$ cat config.mk
export PLATFORM = sky130hd
export DESIGN_NAME = xirq_line_ctrl
export DESIGN_NICKNAME = d
export VERILOG_FILES = /design/src/rtl/xirq_pkg.sv /design/src/rtl/xirq_line.sv /design/src/rtl/xirq_regs.sv /design/src/rtl/xirq_grp_or.sv /design/src/rtl/xirq_line_ctrl.sv
export SDC_FILE = /design/constraint.sdc
export NUM_CORES = 1
export LEC_CHECK = 0
export ABC_CLOCK_PERIOD_IN_PS = 6100
export CAP_MARGIN = 20
export CORE_ASPECT_RATIO = 1.1
export CORE_MARGIN = 2
export CORE_UTILIZATION = 61
export CTS_CLUSTER_SIZE = 20
export DETAILED_ROUTE_END_ITERATION = 16
export PLACE_DENSITY = 0.85
export SYNTH_ARGS = -nofsm -noshare
export SYNTH_HDL_FRONTEND = slang
export SYNTH_SLANG_ARGS = --single-unit
$ cat constraint.sdc
create_clock -name clk -period 6.1 [get_ports clk]
set_clock_uncertainty 0.2 [all_clocks]
set_input_delay 1.83 -clock clk [delete_from_list [all_inputs] [get_ports clk]]
set_output_delay 1.83 -clock clk [all_outputs]
set_load 0.01 [all_outputs]
$ cat src/rtl/xirq_pkg.sv
package xirq_pkg;

   localparam int unsigned TRIG_W = 3;
   localparam int unsigned NIB_W  = 4;

   // Trigger field: 000 low level, 001 high level, 01x fall, 10x rise, 11x any edge
   function automatic logic trig_hit(input logic [TRIG_W-1:0] mode,
                                     input logic cur, input logic prev);
      logic hit;
      unique case (mode[2:1])
         2'b00:   hit = mode[0] ? cur : ~cur;
         2'b01:   hit = ~cur & prev;
         2'b10:   hit = cur & ~prev;
         default: hit = cur ^ prev;
      endcase
      return hit;
   endfunction

endpackage

$ cat src/rtl/xirq_line.sv
module xirq_line
   import xirq_pkg::*;
#(
   parameter int unsigned SYNC_STAGES = 2
) (
   input  logic              clk,
   input  logic              rst_n,
   input  logic              pin_i,
   input  logic [TRIG_W-1:0] mode_i,
   input  logic              clr_i,
   output logic              pend_o
);

   if (SYNC_STAGES < 2) begin : g_bad_sync
      $error("xirq_line: SYNC_STAGES must be at least 2");
   end

   logic [SYNC_STAGES-1:0] sync_q;
   logic                   prev_q;
   logic                   cur;
   logic                   hit;
   logic                   pend_q;

   always_ff @(posedge clk or negedge rst_n) begin
      if (!rst_n) begin
         sync_q <= '0;
         prev_q <= 1'b0;
      end else begin
         sync_q <= {sync_q[SYNC_STAGES-2:0], pin_i};
         prev_q <= cur;
      end
   end

   assign cur = sync_q[SYNC_STAGES-1];
   assign hit = trig_hit(mode_i, cur, prev_q);

   // set has priority over a clear arriving in the same cycle
   always_ff @(posedge clk or negedge rst_n) begin
      if (!rst_n)      pend_q <= 1'b0;
      else if (hit)    pend_q <= 1'b1;
      else if (clr_i)  pend_q <= 1'b0;
   end

   assign pend_o = pend_q;


   pend_set_chk: assert property (@(posedge clk) disable iff (!rst_n)
      hit |=> pend_q);


   pend_clr_chk: assert property (@(posedge clk) disable iff (!rst_n)
      $fell(pend_q) |-> $past(clr_i));

endmodule

$ cat src/rtl/xirq_regs.sv
module xirq_regs
   import xirq_pkg::*;
#(
   parameter int unsigned NUM_LINES = 28,
   parameter int unsigned DATA_W    = 32,
   parameter int unsigned ADDR_W    = 3
) (
   input  logic                              clk,
   input  logic                              rst_n,
   input  logic                              wr_en_i,
   input  logic [ADDR_W-1:0]                 addr_i,
   input  logic [DATA_W-1:0]                 wdata_i,
   input  logic [NUM_LINES-1:0]              pend_i,
   output logic [DATA_W-1:0]                 rdata_o,
   output logic [NUM_LINES-1:0]              mask_o,
   output logic [NUM_LINES-1:0]              clr_o,
   output logic [NUM_LINES-1:0][TRIG_W-1:0]  mode_o
);

   localparam int unsigned PAIRS     = (NUM_LINES + 1) / 2;
   localparam int unsigned PPR       = DATA_W / NIB_W;
   localparam int unsigned TRIG_REGS = (PAIRS + PPR - 1) / PPR;
   localparam int unsigned MASK_ADDR = TRIG_REGS;
   localparam int unsigned PEND_ADDR = TRIG_REGS + 1;
   localparam int unsigned REQ_ADDR  = TRIG_REGS + 2;

   if ((1 << ADDR_W) <= REQ_ADDR) begin : g_bad_addr
      $error("xirq_regs: ADDR_W too narrow for the register map");
   end
   if (NUM_LINES > DATA_W) begin : g_bad_lines
      $error("xirq_regs: NUM_LINES exceeds DATA_W");
   end

   logic [TRIG_W-1:0]    fld_q [PAIRS];
   logic [NUM_LINES-1:0] mask_q;
   logic                 wr_mask;
   logic                 wr_pend;
   logic                 unused_wbits;

   assign wr_mask      = wr_en_i && (addr_i == ADDR_W'(MASK_ADDR));
   assign wr_pend      = wr_en_i && (addr_i == ADDR_W'(PEND_ADDR));
   assign unused_wbits = ^wdata_i;

   for (genvar p = 0; p < PAIRS; p++) begin : g_fld
      localparam int unsigned REG = p / PPR;
      localparam int unsigned LSB = (p % PPR) * NIB_W;
      always_ff @(posedge clk or negedge rst_n) begin
         if (!rst_n)
            fld_q[p] <= '0;
         else if (wr_en_i && (addr_i == ADDR_W'(REG)))
            fld_q[p] <= wdata_i[LSB +: TRIG_W];
      end
   end

   for (genvar n = 0; n < NUM_LINES; n++) begin : g_mode
      assign mode_o[n] = fld_q[n/2];
   end

   always_ff @(posedge clk or negedge rst_n) begin
      if (!rst_n)        mask_q <= '1;
      else if (wr_mask)  mask_q <= wdata_i[NUM_LINES-1:0];
   end

   assign mask_o = mask_q;
   assign clr_o  = wr_pend ? wdata_i[NUM_LINES-1:0] : '0;

   always_comb begin
      rdata_o = '0;
      for (int p = 0; p < PAIRS; p++) begin
         if (addr_i == ADDR_W'(p / PPR))
            rdata_o[(p % PPR) * NIB_W +: TRIG_W] = fld_q[p];
      end
      if (addr_i == ADDR_W'(MASK_ADDR)) rdata_o[NUM_LINES-1:0] = mask_q;
      if (addr_i == ADDR_W'(PEND_ADDR)) rdata_o[NUM_LINES-1:0] = pend_i;
      if (addr_i == ADDR_W'(REQ_ADDR))  rdata_o[NUM_LINES-1:0] = pend_i & ~mask_q;
   end


   mask_wr_chk: assert property (@(posedge clk) disable iff (!rst_n)
      wr_mask |=> (mask_q == $past(wdata_i[NUM_LINES-1:0])));

endmodule

$ cat src/rtl/xirq_grp_or.sv
module xirq_grp_or #(
   parameter int unsigned NUM_LINES = 28,
   parameter int unsigned LO        = 0,
   parameter int unsigned HI        = 4
) (
   input  logic [NUM_LINES-1:0] req_i,
   output logic                 any_o
);

   if (!(LO < HI && HI <= NUM_LINES)) begin : g_bad_range
      $error("xirq_grp_or: group range is empty or out of bounds");
   end

   always_comb begin
      any_o = 1'b0;
      for (int i = LO; i < HI; i++) any_o = any_o | req_i[i];
   end

endmodule

$ cat src/rtl/xirq_line_ctrl.sv
module xirq_line_ctrl
   import xirq_pkg::*;
#(
   parameter int unsigned NUM_LINES   = 28,
   parameter int unsigned DATA_W      = 32,
   parameter int unsigned ADDR_W      = 3,
   parameter int unsigned SYNC_STAGES = 2,
   parameter int unsigned GRP1_BASE   = 4,
   parameter int unsigned GRP2_BASE   = 12,
   parameter int unsigned GRP3_BASE   = 20
) (
   input  logic                 clk,
   input  logic                 rst_n,
   input  logic [NUM_LINES-1:0] pin_i,
   input  logic                 bus_wr_i,
   input  logic [ADDR_W-1:0]    bus_addr_i,
   input  logic [DATA_W-1:0]    bus_wdata_i,
   output logic [DATA_W-1:0]    bus_rdata_o,
   output logic [3:0]           irq_grp_o
);

   localparam int unsigned NUM_GRP = 4;

   function automatic int unsigned grp_edge(input int unsigned g);
      case (g)
         0:       return 0;
         1:       return GRP1_BASE;
         2:       return GRP2_BASE;
         3:       return GRP3_BASE;
         default: return NUM_LINES;
      endcase
   endfunction

   if (!(GRP1_BASE < GRP2_BASE && GRP2_BASE < GRP3_BASE && GRP3_BASE < NUM_LINES))
   begin : g_bad_grp
      $error("xirq_line_ctrl: group bases must rise and stay below NUM_LINES");
   end

   logic [NUM_LINES-1:0]             pend;
   logic [NUM_LINES-1:0]             mask;
   logic [NUM_LINES-1:0]             clr;
   logic [NUM_LINES-1:0]             req;
   logic [NUM_LINES-1:0][TRIG_W-1:0] mode;

   xirq_regs #(
      .NUM_LINES (NUM_LINES),
      .DATA_W    (DATA_W),
      .ADDR_W    (ADDR_W)
   ) i_regs (
      .clk     (clk),
      .rst_n   (rst_n),
      .wr_en_i (bus_wr_i),
      .addr_i  (bus_addr_i),
      .wdata_i (bus_wdata_i),
      .pend_i  (pend),
      .rdata_o (bus_rdata_o),
      .mask_o  (mask),
      .clr_o   (clr),
      .mode_o  (mode)
   );

   for (genvar n = 0; n < NUM_LINES; n++) begin : g_line
      xirq_line #(
         .SYNC_STAGES (SYNC_STAGES)
      ) i_line (
         .clk    (clk),
         .rst_n  (rst_n),
         .pin_i  (pin_i[n]),
         .mode_i (mode[n]),
         .clr_i  (clr[n]),
         .pend_o (pend[n])
      );
   end

   assign req = pend & ~mask;

   for (genvar g = 0; g < NUM_GRP; g++) begin : g_grp
      xirq_grp_or #(
         .NUM_LINES (NUM_LINES),
         .LO        (grp_edge(g)),
         .HI        (grp_edge(g + 1))
      ) i_grp (
         .req_i (req),
         .any_o (irq_grp_o[g])
      );
   end


   grp_mask_chk: assert property (@(posedge clk) disable iff (!rst_n)
      (&mask) |-> (irq_grp_o == 4'b0000));


   grp_req_chk: assert property (@(posedge clk) disable iff (!rst_n)
      (|irq_grp_o) |-> (|pend));

endmodule

* Word-level counts from Yosys, hierarchy flattened *
Index checks and enable logic that the tools add are counted.

storage, ports and cells
  flip-flop bits (word level) = 182
  bits in latches = 0
  memory bits (writable) = 0
  ROM bits = 0
  bits of input ports = 66
  word-level logic and storage cells = 474
  memories kept = 0

cells by class
  add/sub/neg operators = 0
  multipliers = 0
  divide/modulo/power cells = 0
  order comparisons = 0
  equality and inequality tests = 32
  shift-type cells = 0
  multiplexer cells = 130
  bitwise gates (word level) = 166
  reduce and logical (&&, ||, !) cells = 47

operator list
  cell                                                 number
  2-to-1 mux 28 bit                                    4
  2-to-1 mux 1 bit                                     84
  case mux 1 bit (3 select lines)                      28
  AND 1 bit                                            56
  inverter 1 bit                                       56
  nonzero test 2 bit                                   28
  2-to-1 mux 3 bit                                     14
  AND 28 bit                                           1
  equality test 2 x 1 -> 1 bit, second input constant  14
  equality test 2 bit, second input constant           14
  zero test 2 bit                                      14
  inverter 28 bit                                      1
  bitwise XOR 1 bit                                    28
  bitwise OR 1 bit                                     24
  equality test 3 x 2 -> 1 bit, second input constant  2
  logical AND 1 bit                                    4
  equality test 3 x 1 -> 1 bit, second input constant  1
  equality test 3 bit, second input constant           1
  zero test 3 bit                                      1

* Logic depth before layout (Yosys ltp) *
Gate-level depths: netlist of the first run.

  word-level depth = 9
  mapped depth = 6
  gate-level depth less buffers = 5

* Cells and area by module *
A second synthesis of the first run with hierarchy kept.

unflattened totals
  cell total of the unflattened synthesis = 821
  area, all modules = 10020.9 um^2

by module, submodules not included
  module                             instances  cells an instance  area an instance (um^2)  seq. area each (um^2)
  xirq_line                          28         15                 182.7                    100.1
  xirq_regs                          1          363                4464.3                   1786.7
  xirq_line_ctrl                     1          28                 385.4                    0.0
  xirq_grp_or at g_grp[1].i_grp ...  3          3                  16.3                     0.0
  xirq_grp_or at g_grp[0].i_grp      1          1                  7.5                      0.0

* Worst setup path after synthesis of the first run *
No wires, ideal clock.

  path kind = in2out
  start point = input port bus_addr_i[0]
  end point = output port bus_rdata_o[28]
  data arrival time = 2826 ps
  data required time = 4070 ps
  setup slack = 1244 ps
  stages on the path = 4
  path buffers = 3
  cells stage by stage = buf_4 -> buf_2 -> buf_2 -> nor4b_1

on the way
  word-level cells in the longest chain between the ends = 2

RTL lines
  item              line                  source
  from (decl)       xirq_line_ctrl.sv:16  input logic [ADDR_W-1:0] bus_addr_i,
  zero test 3 bit   xirq_regs.sv:70       if (addr_i == ADDR_W'(p / PPR))
  2-to-1 mux 3 bit  xirq_regs.sv:70
  to (decl)         xirq_line_ctrl.sv:18  output logic [DATA_W-1:0] bus_rdata_o,

Every way passes these cells.

* Worst setup path in the final report of the first run *
  start point = input port bus_addr_i[2]
  end point = output port bus_rdata_o[10]

on the way
  word-level cells in the longest chain between the ends = 6
  elaborated cells between the ends (all ways) = 10

RTL lines
  item                           line             source
  zero test 3 bit                xirq_regs.sv:70
  2-to-1 mux 3 bit (2 in a row)  xirq_regs.sv:70
  2-to-1 mux 28 bit              xirq_regs.sv:73  if (addr_i == ADDR_W'(MASK_ADDR)) rdata_o[NUM_LINES-1:0] = mask_q;
  2-to-1 mux 28 bit              xirq_regs.sv:74  if (addr_i == ADDR_W'(PEND_ADDR)) rdata_o[NUM_LINES-1:0] = pend_i;
  2-to-1 mux 28 bit (*)          xirq_regs.sv:75  if (addr_i == ADDR_W'(REQ_ADDR)) rdata_o[NUM_LINES-1:0] = pend_i & ~mask_q;

Mark *: on every way between the ends. The rest lies on a longest branch, timed or not.

==> results_tabular.tex, run 1 <==
\begin{tabular}{lr}
\hline
Metric & Value \\
\hline
\multicolumn{2}{l}{\textbf{Run status}} \\
Run status & completed \\
\multicolumn{2}{l}{\textbf{Global route}} \\
Number of antenna violations at the first check in global routing & 0 \\
Total grt overflow & 0 \\
First-pass GRT wire length & 35.3 mm \\
Pin count of the biggest net entering global routing & $\sim$100 \\
Total Routing Usage GR & 0.284 \\
Vias in the first global route & 6906 \\
\multicolumn{2}{l}{\textbf{Timing}} \\
Number of pins with negative max-slew slack in the final report & 0 \\
Setup total negative slack & 0 ns \\
Post-route fraction of the period consumed by the critical path & 0.962 \\
Crit path time final & just under 6 ns \\
Post-Route Hold Slack & 0.144 ns \\
Max transition margin & 0.372 \\
RSZ-0062 raised after global routing & false \\
Final number of hold-violating endpoints & 0 \\
Setup violation total in the final timing report & 0 \\
Max Clock Freq & around 0.17 GHz \\
Worst slew pin tran & 0.939 ns \\
\multicolumn{2}{l}{\textbf{Yosys}} \\
Post-synth ARST share & 1.00 \\
Register bit total from synthesis & approximately 180 \\
Proportion of netlist area held by the largest area contributor & 0.420 \\
Netlist Area Pre-Place & 9180 um2 \\
Leading area contributor after synthesis & sky130\_fd\_sc\_hd\_\_dfrtp\_1 \\
Number of synthesized flops with an enable pin & 0 \\
Leading post-synthesis cells by cell area & sky130\_fd\_sc\_hd\_\_dfrtp\_1, sky130\_fd\_sc\_hd\_\_dfstp\_2, sky130\_fd\_sc\_hd\_\_ha\_1 \\
Gate count after technology mapping & 761 \\
Post-Syn Area per Cell & about 12 um2 \\
Top FF cell, synth & sky130\_fd\_sc\_hd\_\_dfrtp\_1 \\
Seq/Total Area, Yosys & 0.500 \\
Net Count, Synth & between 800 and 900 \\
Count of unique library cells instantiated by Yosys & 42 \\
Yosys warns & 0 \\
\multicolumn{2}{l}{\textbf{Clocking}} \\
Clock buffer count from CTS & 17 \\
Clock Sinks & about 180 \\
Clock network latency to the later pin of the worst-skew pair & between 0.4 and 0.5 ns \\
Number of setup buffers added after CTS & 0 \\
CTS tree & done \\
Clock Tree Root & sky130\_fd\_sc\_hd\_\_clkbuf\_16 \\
Number of cells upsized or downsized after cts & 0 \\
Worst-case clock buffer depth & 2 \\
Deepest level of the CTS H-tree & 4 \\
Hold-fix buffers, CTS & 0 \\
Clock-pin slew reported for the worst setup and hold paths after clock tree synthesis & about 0.060 ns \\
\multicolumn{2}{l}{\textbf{Power and ir drop}} \\
Worst supply voltage drop on vdd & 0.205 mV \\
Static leakage power & $\sim$4.8 nW \\
Power per unit of standard cell area & 310 nW/um2 \\
\multicolumn{2}{l}{\textbf{Detailed routing}} \\
Via count & 6364 \\
Drt wl/cell & roughly 20 um \\
Final routed DRC violation total & 0 \\
Detail Route Antenna Nets & 0 \\
Routed wire length & 21.5 mm \\
DR iter-0 viols & 578 \\
DR vias/cell & 6.03 \\
Number of iterations in the first detailed-routing pass & 5 \\
\multicolumn{2}{l}{\textbf{Cells and area}} \\
Final cell count without fillers & 1056 \\
Area growth syn-to-layout & 18.3\% \\
Share of final-layout standard cells stronger than drive strength 1 & 0.174 \\
Final Core Density & 0.730 \\
Number of inserted diodes & 0 \\
Final std cell area, no fill & 10900 um2 \\
Net count reported at finish & roughly 970 \\
\multicolumn{2}{l}{\textbf{Floorplan}} \\
Core area & $\sim$15000 um2 \\
Height of the die & 133 um \\
DIE AREA & 16000 um2 \\
Top-level port count & 102 \\
Cell row count & 47 \\
Die W & 121 um \\
Initial standard-cell utilization of the core & 0.617 \\
\multicolumn{2}{l}{\textbf{Worst setup path}} \\
Type of the setup path with the least slack & input pin to output pin \\
Highest fanout seen on the critical path & 17 \\
Data arrival at the endpoint of the critical path & 3.84 ns \\
Category of the worst setup path capture point & output pin \\
Setup crit start kind & input pin \\
Critical Path RT & 4.07 ns \\
\multicolumn{2}{l}{\textbf{Hold path}} \\
Min-Delay Path Class & register to register \\
\multicolumn{2}{l}{\textbf{Place}} \\
Placed inst area & 10300 um2 \\
Estimated wirelength of the detail-placed design & around 14 mm \\
GPL Wtd Cong & about 0.88 \\
Total placed cells including tap cells & 1024 \\
Number of I/O port buffers & 99 \\
\multicolumn{2}{l}{\textbf{Flow run}} \\
Number of violations of the max-capacitance limit & 0 \\
\hline
\end{tabular}
-- Yosys cell counts (all sizes together) (27+ instances only) --
cell type  count
dfrtp        154
inv           86
mux2          82
o211ai        56
nor2b         27
a22oi         36
o21ai         28
ha            56
nand2         31
mux2i         37
xnor2         28
dfstp         28
buf           33
-- cell families after synthesis --
kind of cell	count (synthesis)	synth area share
flip-flops	182	0.500
AO/OA/AOI/OAI	157	0.120
buffers and inverters	135	0.0692
multiplexers	119	0.153
AND/OR/NAND/NOR	83	0.0548
adder cells (fa/ha/maj)	56	0.0763
XOR/XNOR	28	0.0267
other	1	0.000409
-- state kept, by name, indices dropped and copies added (netlist names) --
register              count
g_line.i_line.prev_q     28
g_line.i_line.sync_q     56
g_line.i_line.pend_o     28
i_regs.mask_o            28
i_regs.mode_o            42
-- metal layers --
layer / vias to the layer above / routed length, um / GRT usage
li1: 2829 / - / -
met5: - / 0 / 0
met4: 0 / 640 / 0.121
met2: 248 / 11000 / 0.475
met1: 3232 / 8550 / 0.357
met3: 55 / 1300 / 0.0603
-- cell usage in the layout, fill, tap and decap left out, types with 2 or more instances in the layout --
cell,n
sky130_fd_sc_hd__nand2_1,31
sky130_fd_sc_hd__nor3b_4,2
sky130_fd_sc_hd__dfstp_2,28
sky130_fd_sc_hd__a2bb2oi_1,6
sky130_fd_sc_hd__clkbuf_16,17
sky130_fd_sc_hd__o21ai_0,28
sky130_fd_sc_hd__nor3b_1,2
sky130_fd_sc_hd__clkdlybuf4s50_1,96
sky130_fd_sc_hd__a211oi_1,2
sky130_fd_sc_hd__clkbuf_8,4
sky130_fd_sc_hd__inv_1,86
sky130_fd_sc_hd__xnor2_1,28
sky130_fd_sc_hd__bufinv_16,3
sky130_fd_sc_hd__mux2_2,42
sky130_fd_sc_hd__nand2b_1,3
sky130_fd_sc_hd__buf_4,15
sky130_fd_sc_hd__a22oi_1,36
sky130_fd_sc_hd__clkbuf_1,7
sky130_fd_sc_hd__buf_12,2
sky130_fd_sc_hd__and3b_1,2
sky130_fd_sc_hd__nor4b_1,3
sky130_fd_sc_hd__dfrtp_1,154
sky130_fd_sc_hd__mux2_4,29
sky130_fd_sc_hd__buf_2,2
sky130_fd_sc_hd__o211ai_1,56
sky130_fd_sc_hd__nor2b_1,27
sky130_fd_sc_hd__o2bb2ai_1,7
sky130_fd_sc_hd__mux2_1,11
sky130_fd_sc_hd__o22ai_1,20
sky130_fd_sc_hd__mux2i_1,37
sky130_fd_sc_hd__nor4_1,5
sky130_fd_sc_hd__ha_1,56
-- final timing paths --
| kind | startpoint | to | slack, ns | cells after the start |
|---|---|---|---|---|
| max in group asynchronous | rst_n | i_regs.mask_o[27] | 3.47 | 2 |
| setup reg to reg | g_line[27].i_line.sync_q[1] | g_line[27].i_line.pend_o | 4.70 | 4 |
| setup / recovery | bus_addr_i[2] | bus_rdata_o[10] | 0.23 | 6 |
| min in group asynchronous | rst_n | i_regs.mode_o[1] | 1.22 | 1 |
| hold / removal | g_line[14].i_line.sync_q[0] | g_line[14].i_line.sync_q[1] | 0.14 | 0 |
| hold reg to reg | g_line[14].i_line.sync_q[0] | g_line[14].i_line.sync_q[1] | 0.14 | 0 |
-- cell type report --
type / count / area [um2]
clock inverter: 4 / 95.1
multi-input combinational: 444 / 3970
tap: 196 / 245
inverter: 86 / 323
timing repair buffer: 116 / 1130
clock buffer: 28 / 507
sequential: 182 / 4590
fill: 984 / 4020
-- where the power goes --
part           internal [mW]  switching (mW)  total (mW)
combinational          0.373           0.284       0.657
sequential              1.39           0.201        1.59
clock                  0.689           0.440        1.13
total                   2.45           0.925        3.37
-- critical path: stages --
cell	delay, ns
sky130_fd_sc_hd__clkdlybuf4s50_1	0.54
sky130_fd_sc_hd__nor2b_1	0.32
sky130_fd_sc_hd__buf_12	0.21
sky130_fd_sc_hd__a22oi_1	0.07
sky130_fd_sc_hd__o22ai_1	0.27
sky130_fd_sc_hd__clkdlybuf4s50_1	0.60
-- metrics by stage --
step,power (mW),worst slack [ns]
3_5_place_dp,2.24,0.235
2_1_floorplan,1.98,1.24
3_3_place_gp,2.19,0.261
5_1_grt,3.52,0.193
6_report,3.37,0.229
4_1_cts,3.38,0.225
(Power assumes the default switching activity.)
==> run 2, diff against run 1 <==
==> constraint.sdc (replaced) <==
create_clock -name clk -period 6.1 [get_ports clk]
set_clock_uncertainty 0.2 [all_clocks]
set_input_delay 0.61 -clock clk [delete_from_list [all_inputs] [get_ports clk]]
set_output_delay 0.61 -clock clk [all_outputs]
set_load 0.01 [all_outputs]
==> results_tabular.tex, run 2 (synthesis results as in run 1) <==
\begin{tabular}{lr}
\hline
Metric & Value \\
\hline
\multicolumn{2}{l}{\textbf{Cells and area}} \\
Final Core Density & 0.721 \\
Commonest non-fill, non-tap cell in the layout & sky130\_fd\_sc\_hd\_\_dfrtp\_1 \\
Net count reported at finish & 961 \\
Share of final-layout standard cells stronger than drive strength 1 & 0.168 \\
Top register by number of flip-flops & g\_line.i\_line.sync\_q \\
Area growth syn-to-layout & 16.9\% \\
Commonest cells after routing, fill and taps aside & sky130\_fd\_sc\_hd\_\_dfrtp\_1, sky130\_fd\_sc\_hd\_\_clkdlybuf4s50\_1, sky130\_fd\_sc\_hd\_\_inv\_1 \\
Number of inserted diodes & 0 \\
Flip-flop count of the largest register, all copies and words added & 56 \\
\multicolumn{2}{l}{\textbf{Timing}} \\
Worst slew pin tran & about 1.0 ns \\
Number of pins with negative max-slew slack in the final report & 0 \\
Setup violation total in the final timing report & 0 \\
Max Clock Freq & 0.230 GHz \\
RSZ-0062 raised after global routing & false \\
Post-route fraction of the period consumed by the critical path & 0.712 \\
Setup total negative slack & 0 ns \\
Crit path time final & 4.34 ns \\
Max transition margin & 0.326 \\
Final number of hold-violating endpoints & 0 \\
\multicolumn{2}{l}{\textbf{Floorplan}} \\
Core area & 14900 um2 \\
Cell row count & 47 \\
Die W & 121 um \\
DIE AREA & approximately 16000 um2 \\
Height of the die & approximately 130 um \\
Initial standard-cell utilization of the core & 0.617 \\
Top-level port count & 102 \\
\multicolumn{2}{l}{\textbf{Detailed routing}} \\
Drt wl/cell & between 20 and 25 um \\
Final routed DRC violation total & 0 \\
DR iter-0 viols & 515 \\
Routed wire length & between 20 and 25 mm \\
DR vias/cell & 6.08 \\
Via count & 6363 \\
Number of iterations in the first detailed-routing pass & 5 \\
Detail Route Antenna Nets & 0 \\
\multicolumn{2}{l}{\textbf{Worst setup path}} \\
Setup crit start kind & input pin \\
Critical Path Max Stage Delay & just over 0.8 ns \\
Type of the setup path with the least slack & input pin to output pin \\
Cell-by-cell trace of the critical path & buf\_2 -> and2\_1 -> nor2b\_1 -> o2bb2ai\_1 -> clkdlybuf4s50\_1 \\
Critical Path RT & 5.29 ns \\
Category of the worst setup path capture point & output pin \\
Endpoint of the worst register-to-register path & g\_line[3].i\_line.pend\_o \\
R2r startpoint & g\_line[3].i\_line.sync\_q[1] \\
Highest fanout seen on the critical path & 36 \\
Logic depth of the worst register-to-register path & 4 \\
Beginning of the critical path & bus\_addr\_i[1] \\
Data arrival at the endpoint of the critical path & $\sim$3.5 ns \\
Setup slack on the worst flop-to-flop path & 4.69 ns \\
Worst-path cell with the longest stage delay & sky130\_fd\_sc\_hd\_\_nor2b\_1 \\
\multicolumn{2}{l}{\textbf{Power and ir drop}} \\
Worst supply voltage drop on vdd & 0.198 mV \\
Power per unit of standard cell area & 306 nW/um2 \\
Static leakage power & 4.68 nW \\
\multicolumn{2}{l}{\textbf{Place}} \\
GPL Wtd Cong & 0.848 \\
Number of I/O port buffers & 99 \\
Estimated wirelength of the detail-placed design & 14.3 mm \\
\multicolumn{2}{l}{\textbf{Clocking}} \\
CTS tree & done \\
Clock-pin slew reported for the worst setup and hold paths after clock tree synthesis & 0.06 ns \\
Clock network latency to the later pin of the worst-skew pair & 0.43 ns \\
Clock buffer count from CTS & 17 \\
Deepest level of the CTS H-tree & 4 \\
Clock Sinks & 182 \\
Worst-case clock buffer depth & 2 \\
Clock Tree Root & sky130\_fd\_sc\_hd\_\_clkbuf\_16 \\
\multicolumn{2}{l}{\textbf{Flow run}} \\
Number of violations of the max-capacitance limit & 0 \\
\multicolumn{2}{l}{\textbf{Hold path}} \\
Startpoint of the tightest hold check path & g\_line[14].i\_line.sync\_q[0] \\
Depth of the worst hold-timing path & 0 \\
Min-Delay Path Class & register to register \\
Worst hold endpoint & g\_line[14].i\_line.sync\_q[1] \\
\multicolumn{2}{l}{\textbf{Global route}} \\
Total grt overflow & 0 \\
Pin count of the biggest net entering global routing & 64 \\
First-pass GRT wire length & roughly 35 mm \\
Number of antenna violations at the first check in global routing & 0 \\
Total Routing Usage GR & 0.283 \\
Vias in the first global route & slightly below 7000 \\
\multicolumn{2}{l}{\textbf{Run status}} \\
Run status & completed \\
\hline
\end{tabular}
## run 2: where the power goes
| part | switching, mW | internal (mW) | total (mW) |
|---|---|---|---|
| Clock | 0.448 | 0.592 | 1.04 |
| Combinational | 0.287 | 0.368 | 0.655 |
| Sequential | 0.202 | 1.39 | 1.59 |
## run 2: worst max path at each step
stage / end / slack, ns / cells after the start
after CTS: bus_rdata_o[19] / 1.76 / 5
after detailed placement: bus_rdata_o[19] / 1.77 / 5
after global routing: bus_rdata_o[19] / 1.73 / 5
after floorplan: bus_rdata_o[28] / 3.68 / 4
final: bus_rdata_o[19] / 1.76 / 5
after global placement: bus_rdata_o[15] / 1.88 / 5
## run 2: metal layers
metal / global-route usage / vias up / share of wire
met1: 0.359 / 3219 / 0.40
met3: 0.0586 / 53 / 0.062
met5: 0 / - / 0
met2: 0.473 / 272 / 0.51
li1: - / 2819 / -
met4: 0.117 / 0 / 0.032
## run 2: stage by stage
step	hold slack (ns)	total power, mW	instance area, um2	std cells	setup WS (ns)
floorplan	0.114	1.98	9180	761	3.68
global placement	0.131	2.19	10200	1015	1.88
detailed placement	0.136	2.24	10200	1015	1.77
CTS	0.150	3.29	10700	1047	1.76
global route	0.155	3.42	10700	1047	1.73
finish	0.146	3.28	10700	1047	1.76
## run 2: worst max-delay path, delay by kind of cell
kind / cells / cell delay, ns
buffers and inverters: 2 / 1.34
AND/OR/NAND/NOR: 2 / 1.33
AO/OA/AOI/OAI: 1 / 0.25
## run 2: timing repair
item                      CTS  global route
hold endpoints to repair   50             0
gates resized for setup     0             0
buffers inserted            0             0
hold buffers                1             0
## run 2: final cells by class
class / instances / area (um2)
sequential: 182 / 4590
fill: 989 / 4150
multi-input combinational: 444 / 3970
timing repair buffer: 108 / 1050
clock buffer: 24 / 482
inverter: 86 / 323
tap: 196 / 245
clock inverter: 7 / 73.8
==> run 3, diff against run 2 <==
--- a/config.mk
+++ b/config.mk
@@ -5,14 +5,14 @@
 export SDC_FILE = /design/constraint.sdc
 export NUM_CORES = 1
 export LEC_CHECK = 0
-export ABC_CLOCK_PERIOD_IN_PS = 6100
+export ABC_CLOCK_PERIOD_IN_PS = 4500
 export CAP_MARGIN = 20
 export CORE_ASPECT_RATIO = 1.1
 export CORE_MARGIN = 2
-export CORE_UTILIZATION = 61
+export CORE_UTILIZATION = 57
 export CTS_CLUSTER_SIZE = 20
 export DETAILED_ROUTE_END_ITERATION = 16
-export PLACE_DENSITY = 0.85
+export PLACE_DENSITY = 0.81
 export SYNTH_ARGS = -nofsm -noshare
 export SYNTH_HDL_FRONTEND = slang
 export SYNTH_SLANG_ARGS = --single-unit
==> constraint.sdc (replaced) <==
create_clock -name clk -period 4.5 [get_ports clk]
set_clock_uncertainty 0.2 [all_clocks]
set_input_delay 0.45 -clock clk [delete_from_list [all_inputs] [get_ports clk]]
set_output_delay 0.45 -clock clk [all_outputs]
set_load 0.01 [all_outputs]
==> results_tabular.tex, run 3 (synthesis results as in run 1) <==
\begin{tabular}{lr}
\hline
Metric & Value \\
\hline
\multicolumn{2}{l}{\textbf{Run status}} \\
Run status & completed \\
\multicolumn{2}{l}{\textbf{Worst setup path}} \\
Type of the setup path with the least slack & input pin to output pin \\
Critical Path RT & 3.85 ns \\
Setup slack on the worst flop-to-flop path & approximately 3.1 ns \\
Logic depth of the worst register-to-register path & 4 \\
Worst-path cell with the longest stage delay & sky130\_fd\_sc\_hd\_\_clkdlybuf4s50\_1 \\
Setup crit start kind & input pin \\
Data arrival at the endpoint of the critical path & 2.71 ns \\
Highest fanout seen on the critical path & 18 \\
Cell-by-cell trace of the critical path & clkdlybuf4s50\_1 -> buf\_4 -> nor2b\_1 -> buf\_4 -> a22oi\_1 -> o22ai\_1 -> clkdlybuf4s50\_1 \\
R2r startpoint & g\_line[8].i\_line.sync\_q[1] \\
Endpoint of the worst register-to-register path & g\_line[8].i\_line.pend\_o \\
Category of the worst setup path capture point & output pin \\
Critical Path Max Stage Delay & roughly 0.60 ns \\
\multicolumn{2}{l}{\textbf{Floorplan}} \\
Initial standard-cell utilization of the core & 0.583 \\
Height of the die & 137 um \\
Die W & 125 um \\
Cell row count & 48 \\
Top-level port count & 102 \\
Core area & around 16000 um2 \\
DIE AREA & about 17000 um2 \\
\multicolumn{2}{l}{\textbf{Global route}} \\
Vias in the first global route & 6607 \\
Total Routing Usage GR & 0.258 \\
Pin count of the biggest net entering global routing & 114 \\
Total grt overflow & 0 \\
First-pass GRT wire length & 34.3 mm \\
Number of antenna violations at the first check in global routing & 0 \\
\multicolumn{2}{l}{\textbf{Place}} \\
Total placed cells including tap cells & about 1000 \\
GPL Wtd Cong & 0.882 \\
Number of I/O port buffers & 99 \\
Estimated wirelength of the detail-placed design & 14.2 mm \\
\multicolumn{2}{l}{\textbf{Cells and area}} \\
Number of filler cells placed in the layout & 1125 \\
Top register by number of flip-flops & g\_line.i\_line.sync\_q \\
Flip-flop count of the largest register, all copies and words added & 56 \\
Commonest non-fill, non-tap cell in the layout & sky130\_fd\_sc\_hd\_\_dfrtp\_1 \\
Final cell count without fillers & 1056 \\
Share of final-layout standard cells stronger than drive strength 1 & 0.178 \\
Net count reported at finish & 965 \\
Area growth syn-to-layout & 18.4\% \\
Number of inserted diodes & 0 \\
Commonest cells after routing, fill and taps aside & sky130\_fd\_sc\_hd\_\_dfrtp\_1, sky130\_fd\_sc\_hd\_\_clkdlybuf4s50\_1, sky130\_fd\_sc\_hd\_\_inv\_1 \\
\multicolumn{2}{l}{\textbf{Detailed routing}} \\
Routed wire length & 21.1 mm \\
Number of iterations in the first detailed-routing pass & 7 \\
Via count & 6327 \\
Final routed DRC violation total & 0 \\
DR vias/cell & around 6 \\
Drt wl/cell & about 20 um \\
Detail Route Antenna Nets & 0 \\
DR iter-0 viols & between 400 and 500 \\
\multicolumn{2}{l}{\textbf{Timing}} \\
Crit path time final & 3.36 ns \\
Max transition margin & 0.412 \\
RSZ-0062 raised after global routing & false \\
Worst slew pin tran & just under 0.9 ns \\
Setup violation total in the final timing report & 0 \\
Number of pins with negative max-slew slack in the final report & 0 \\
Post-Route Hold Slack & 0.148 ns \\
Final number of hold-violating endpoints & 0 \\
Post-route fraction of the period consumed by the critical path & 0.747 \\
Setup total negative slack & 0 ns \\
Max Clock Freq & 0.297 GHz \\
\multicolumn{2}{l}{\textbf{Hold path}} \\
Depth of the worst hold-timing path & 0 \\
Min-Delay Path Class & register to register \\
Worst hold endpoint & g\_line[20].i\_line.sync\_q[1] \\
Startpoint of the tightest hold check path & g\_line[20].i\_line.sync\_q[0] \\
\multicolumn{2}{l}{\textbf{Flow run}} \\
Number of violations of the max-capacitance limit & 0 \\
\multicolumn{2}{l}{\textbf{Clocking}} \\
Hold-fix buffers, CTS & 1 \\
Clock buffer count from CTS & 17 \\
Clock Tree Root & sky130\_fd\_sc\_hd\_\_clkbuf\_16 \\
Number of cells upsized or downsized after cts & 0 \\
Deepest level of the CTS H-tree & 4 \\
CTS tree & done \\
Number of setup buffers added after CTS & 0 \\
Worst-case clock buffer depth & 2 \\
Clock network latency to the later pin of the worst-skew pair & 0.44 ns \\
Clock-pin slew reported for the worst setup and hold paths after clock tree synthesis & approximately 0.07 ns \\
Clock Sinks & 182 \\
\multicolumn{2}{l}{\textbf{Power and ir drop}} \\
Power per unit of standard cell area & 428 nW/um2 \\
Total power after layout & 4.66 mW \\
Worst supply voltage drop on vdd & between 0.3 and 0.4 mV \\
Static leakage power & 4.76 nW \\
\hline
\end{tabular}
[run 3: cell types whose count changed in the layout (fill, tap and decap cells not counted), sizes merged]
| cell | before | now |
|---|---|---|
| clkinv | 2 | 4 |
| inv | 86 | 91 |
| clkinvlp | 4 | 2 |
| buf | 11 | 15 |
| bufinv | 1 | 4 |
| clkbuf | 24 | 17 |
[run 3: layout make-up]
type,count,area (um2),area share
multi-input cells,444,3970,0.365
well taps,200,250,0.0230
clock inverters,15,219,0.0201
inverters,86,323,0.0297
clock buffers,17,425,0.0391
flip-flops and latches,182,4590,0.422
repair buffers,112,1090,0.101
[run 3: critical path, delay by kind of cell]
kind | cells | cell delay (ns)
AO/OA/AOI/OAI | 2 | 0.36
AND/OR/NAND/NOR | 1 | 0.21
buffers and inverters | 4 | 1.69
[run 3: worst max path at each step]
stage	startpoint	end	slack, ns	cells after the start
after floorplan	bus_addr_i[0]	bus_rdata_o[28]	2.40	4
after global placement	bus_addr_i[2]	bus_rdata_o[10]	1.14	7
after detailed placement	bus_addr_i[2]	bus_rdata_o[10]	1.15	7
after CTS	bus_addr_i[2]	bus_rdata_o[4]	1.13	7
after global routing	bus_addr_i[2]	bus_rdata_o[9]	1.01	7
final	bus_addr_i[2]	bus_rdata_o[9]	1.14	7
[run 3: metal layers]
metal,track usage,vias to the layer above,routed length (um)
li1,-,2819,-
met4,0.116,0,678
met5,0,-,0
met2,0.434,221,10600
met3,0.0512,64,1180
met1,0.327,3223,8620
[run 3: where the power goes]
part	switching (mW)	internal, mW	total (mW)
logic	0.384	0.502	0.885
clock network	0.683	0.946	1.63
registers	0.265	1.88	2.14
[run 3: metrics by stage]
step           worst slack, ns   util  area, um2
2_1_floorplan             2.40      -       9180
3_3_place_gp              1.14  0.649      10200
3_5_place_dp              1.15  0.649      10200
4_1_cts                   1.13  0.691      10900
5_1_grt                   1.01  0.691      10900
6_report                  1.14  0.691      10900
